===== config.mk =====
export PLATFORM = sky130hd
export DESIGN_NAME = otg_sc_reg
export DESIGN_NICKNAME = d
export VERILOG_FILES = /design/src/rtl/otg_sc_pkg.sv /design/src/rtl/otg_sc_sync.sv /design/src/rtl/otg_sc_stat.sv /design/src/rtl/otg_sc_reg.sv
export SDC_FILE = /design/constraint.sdc
export NUM_CORES = 1
export LEC_CHECK = 0
export BUFFER_PORTS_ARGS = -buffer_cell sky130_fd_sc_hd__buf_4
export CORE_UTILIZATION = 31
export CTS_BUF_LIST = sky130_fd_sc_hd__clkbuf_4
export CTS_CLUSTER_SIZE = 10
export DETAILED_ROUTE_END_ITERATION = 12
export GPL_TIMING_DRIVEN = 0
export HOLD_SLACK_MARGIN = 0.06
export PLACE_DENSITY = 0.86
export SLEW_MARGIN = 20
export SYNTH_ARGS = -nofsm -noshare
export SYNTH_HDL_FRONTEND = slang
export SYNTH_SLANG_ARGS = --single-unit

===== constraint.sdc =====
create_clock -name clk_i -period 0.85 [get_ports clk_i]
set_input_delay 0.1275 -clock clk_i [delete_from_list [all_inputs] [get_ports clk_i]]
set_output_delay 0.1275 -clock clk_i [all_outputs]
set_load 0.005 [all_outputs]

===== src/rtl/otg_sc_pkg.sv =====
package otg_sc_pkg;
  localparam int DATA_W  = 32;
  localparam int NUM_SRC = 2;
  localparam int STS_OFS = 8;   // status sits this far above its level bit
  localparam int EN_OFS  = 16;  // enable sits this far above its level bit

  // level bit of source i: 0 = ID, 1 = B-session-valid
  function automatic int lvl_pos(input int i);
    return (i == 0) ? 8 : 11;
  endfunction
endpackage


===== src/rtl/otg_sc_sync.sv =====
module otg_sc_sync #(
  parameter int STAGES = 2
) (
  input  logic clk_i,
  input  logic rst_ni,
  input  logic d_i,
  output logic lvl_o,
  output logic chg_o
);
  logic [STAGES-1:0] sh_q;
  logic              prev_q;
  logic [STAGES:0]   rdy_q;  // blocks change detection until the chain holds real samples

  always_ff @(posedge clk_i or negedge rst_ni) begin
    if (!rst_ni) begin
      sh_q   <= '0;
      prev_q <= 1'b0;
      rdy_q  <= '0;
    end else begin
      sh_q   <= {sh_q[STAGES-2:0], d_i};
      prev_q <= sh_q[STAGES-1];
      rdy_q  <= {rdy_q[STAGES-1:0], 1'b1};
    end
  end

  assign lvl_o = sh_q[STAGES-1];
  assign chg_o = rdy_q[STAGES] & (sh_q[STAGES-1] ^ prev_q);
endmodule


===== src/rtl/otg_sc_stat.sv =====
module otg_sc_stat (
  input  logic clk_i,
  input  logic rst_ni,
  input  logic set_i,
  input  logic clr_i,
  output logic st_o
);
  logic st_q;

  always_ff @(posedge clk_i or negedge rst_ni) begin
    if (!rst_ni) st_q <= 1'b0;
    else         st_q <= (st_q & ~clr_i) | set_i;  // set beats clear
  end

  assign st_o = st_q;

  p_set_wins_r9: assert property (@(posedge clk_i) disable iff (!rst_ni)
    set_i |=> st_o);
  p_w1c_r8: assert property (@(posedge clk_i) disable iff (!rst_ni)
    (clr_i && !set_i) |=> !st_o);
  p_hold_r8: assert property (@(posedge clk_i) disable iff (!rst_ni)
    (!clr_i && !set_i) |=> $stable(st_o));
endmodule


===== src/rtl/otg_sc_reg.sv =====
module otg_sc_reg
  import otg_sc_pkg::*;
#(
  parameter int SYNC_STAGES = 2
) (
  input  logic              clk_i,
  input  logic              rst_ni,
  input  logic              id_i,
  input  logic              bsv_i,
  input  logic              wr_i,
  input  logic [DATA_W-1:0] wdata_i,
  output logic [DATA_W-1:0] rdata_o,
  output logic              irq_o
);
  logic [NUM_SRC-1:0] src_in;
  logic [NUM_SRC-1:0] lvl, chg, st, en_q, clr;

  assign src_in = {bsv_i, id_i};

  for (genvar g = 0; g < NUM_SRC; g++) begin : g_src
    localparam int LP = lvl_pos(g);

    otg_sc_sync #(.STAGES(SYNC_STAGES)) u_sync (
      .clk_i (clk_i),
      .rst_ni(rst_ni),
      .d_i   (src_in[g]),
      .lvl_o (lvl[g]),
      .chg_o (chg[g])
    );

    assign clr[g] = wr_i & wdata_i[LP+STS_OFS];

    otg_sc_stat u_stat (
      .clk_i (clk_i),
      .rst_ni(rst_ni),
      .set_i (chg[g]),
      .clr_i (clr[g]),
      .st_o  (st[g])
    );

    always_ff @(posedge clk_i or negedge rst_ni) begin
      if (!rst_ni)   en_q[g] <= 1'b0;
      else if (wr_i) en_q[g] <= wdata_i[LP+EN_OFS];
    end

    p_en_load_r6: assert property (@(posedge clk_i) disable iff (!rst_ni)
      wr_i |=> (en_q[g] == $past(wdata_i[LP+EN_OFS])));
  end

  always_comb begin
    rdata_o = '0;
    for (int i = 0; i < NUM_SRC; i++) begin
      rdata_o[lvl_pos(i)]         = lvl[i];
      rdata_o[lvl_pos(i)+STS_OFS] = st[i];
      rdata_o[lvl_pos(i)+EN_OFS]  = en_q[i];
    end
  end

  assign irq_o = |(st & en_q);

  p_irq_needs_en_r7: assert property (@(posedge clk_i) disable iff (!rst_ni)
    irq_o |-> (|en_q && |st));
  p_zero_masks_r10: assert property (@(posedge clk_i) disable iff (!rst_ni)
    (wr_i && wdata_i == '0) |=> !irq_o);
endmodule


==> impl_metrics.csv <==
group,metric,value,unit
run_status,outcome,"finished with violations",
run_status,violations,"setup timing",
run,maxCapViolCount,0,
floorplanning,die_x,47.1,um
place,dp.cells,119,
pwr,switchingPower,315,uW
routing,ant_nets,0,
global_route,grt_max_degree,14,
clock_network,clock-root-buffer,"clkbuf_4",
sta,worst_slack,-0.276,ns
sta,rsz0062_at_grt,"yes",
yosys,ys_types,7,
cells_and_area,area_growth,56.6,%
sta,period_needed,1.13,ns
cells_and_area,final-seq-area,325,um2
worst_setup_path,arrival,1.00,ns
worst_setup_path,critPathRequiredTime,0.72,ns
clock_network,cts_tree,"done",
clock_network,h-tree-depth,1,
floorplanning,die_area,2220,um2
clock_network,numClockSinks,13,
pwr,powerDensity,1450,nW/um2
sta,fmax,0.888,GHz
routing,avgRoutedWirePerCell,7.14,um
worst_hold_path,min_path_type,"input pin to flip-flop",
cells_and_area,final_common_cell,"buf_4",
global_route,antenna_found_initial,0,
yosys,synthCells,54,
routing,routed_wl,928,um
place,portBuffers,15,
pwr,ir_drop,0.000974,V
floorplanning,rows,15,
yosys,synth-seq-area-share,51.5,%
place,gp_congestion,0.656,
worst_setup_path,end_kind,"output pin",
floorplanning,start_util,34.7,%
sta,drv_slew,0,
cells_and_area,fillers,153,
routing,vias_per_cell,3.27,
cells_and_area,num_antenna_cells,0,
cells_and_area,multi_input_area,175,um2
yosys,synth_warnings,0,
worst_setup_path,crit_type,"flip-flop to output pin",
cells_and_area,layout_common_cells,"41 x buf_4, 27 x conb_1, 13 x dfrtp_1",
cells_and_area,fin_util,54.4,%
routing,drc_errors,0,
cells_and_area,fin_nets,143,
cells_and_area,stdcell_area,990,um2
yosys,avgSynthCellArea,11.7,um2
place,placed_cell_area,870,um2
worst_setup_path,crit_fanout,2,
sta,period_share,132,%
pwr,p_seq_share,48.0,%
pwr,pwr-share-clk,27.2,%
sta,clock-skew-final,0.00391,ns
global_route,grt_use_total,8.49,%
pwr,internal_power,1.12,mW
pwr,comb_power_share,24.8,%
cells_and_area,final_cells,130,
pwr,switching_share,21.9,%
cells_and_area,layout-drive-gt1-share,52.4,%
global_route,grt_pass1_wl,1230,um
pwr,finalPower,1.44,mW
clock_network,clk_latency,0.27,ns
global_route,grt_pass1_vias,312,
routing,vias,425,
yosys,syn_area,632,um2
routing,drt_pass1_iterations,2,
clock_network,cts_max_path_buffers,2,
global_route,grt.overflow.total,0,
floorplanning,io_pins,70,
clock_network,cts_buffers,3,
routing,drtIter0Drc,1,
floorplanning,die_h,47.1,um
sta,finalSetupViolations,10,
pwr,leakage,0.564,nW
worst_setup_path,startpoint_type,"flip-flop",
clock_network,path_clk_slew,0.07,ns
floorplanning,core,1820,um2
sta,hold_viol,0,
yosys,ys_seq_elements,13,
==> cells in the mapped netlist <==
cell / count / area share [%]
dfrtp_1: 13 / 51
mux2_2: 2 / 3.6
conb_1: 2 / 1.2
a22o_1: 3 / 4.2
xor2_1: 2 / 2.8
nand2_1: 2 / 1.2
buf_4: 30 / 36
==> final cells by class <==
type / count / area share, %
flip-flops and latches: 13 / 32.9
plain buffers: 30 / 23.5
repair buffers: 22 / 19.7
multi-input cells: 36 / 17.7
well taps: 25 / 3.16
clock buffers: 4 / 3.03
==> registers in the layout, indices dropped and copies added (netlist names) <==
name                 count
rdata_o                  2
g_src.u_sync.prev_q      2
g_src.u_stat.st_o        2
g_src.u_sync.rdy_q       3
g_src.u_sync.sh_q        4
==> power by group through the flow <==
stage | Clock [mW] | Combinational (mW) | Sequential, mW
floorplan | 0 | 0.182 | 0.699
global placement | 0 | 0.281 | 0.703
detailed placement | 0 | 0.285 | 0.704
CTS | 0.417 | 0.339 | 0.690
global route | 0.456 | 0.392 | 0.695
finish | 0.392 | 0.356 | 0.690
==> timing repair <==
action | in CTS | in global routing
buffers inserted | 3 | 1
endpoints found under the hold margin | 15 | 0
hold buffers | 3 | 0
resized for setup | 7 | 1
endpoints found under the setup margin | 8 | 10
==> kinds of logic (layout without fill, tap and decap cells) <==
logic type,after synthesis,after routing,share of synthesized area (%)
AO/OA/AOI/OAI,3,3,4.16
XOR/XNOR,2,2,2.77
buffers and inverters,30,56,35.6
flip-flops,13,13,51.5
multiplexers,2,2,3.56
other,2,27,1.19
AND/OR/NAND/NOR,2,2,1.19
==> routing by layer <==
| layer | up-vias | routed length [um] | track usage (%) |
|---|---|---|---|
| li1 | 216 | - | - |
| met1 | 175 | 311 | 7.73 |
| met2 | 34 | 481 | 14.4 |
| met3 | 0 | 135 | 6.15 |
| met4 | 0 | 0 | 3.43 |
| met5 | - | 0 | 0 |
==> worst max-delay path: stages, from the launching register on <==
cell and delay [ns]:
dfrtp_1 0.38, a22o_1 0.22, buf_4 0.13
==> stage by stage <==
stage | setup WS, ns | TNS [ns] | hold WS [ns]
5_1_grt | -0.324 | -1.76 | 0.0706
6_report | -0.276 | -1.36 | 0.0898
2_1_floorplan | 0.0533 | 0 | -0.168
3_3_place_gp | -0.000966 | -0.000966 | -0.0294
3_5_place_dp | -0.00325 | -0.00325 | -0.0222
4_1_cts | -0.293 | -1.48 | 0.0812
==> worst paths after layout <==
| kind | startpoint | to | slack [ns] | cells after the start |
|---|---|---|---|---|
| max | rdata_o[27] | irq_o | -0.28 | 2 |
| min | wdata_i[24] | rdata_o[24] | 0.09 | 2 |
| max reg2reg | g_src[1].u_sync.sh_q[1] | g_src[1].u_stat.st_o | -0.08 | 3 |
| min reg2reg | g_src[1].u_sync.rdy_q[1] | g_src[0].u_sync.rdy_q[2] | 0.34 | 0 |
| max in group asynchronous | rst_ni | g_src[1].u_sync.sh_q[1] | 0.46 | 2 |
| min in group asynchronous | rst_ni | g_src[0].u_sync.rdy_q[2] | 0.23 | 2 |
No activity file was read; power rests on OpenSTA's default activity.
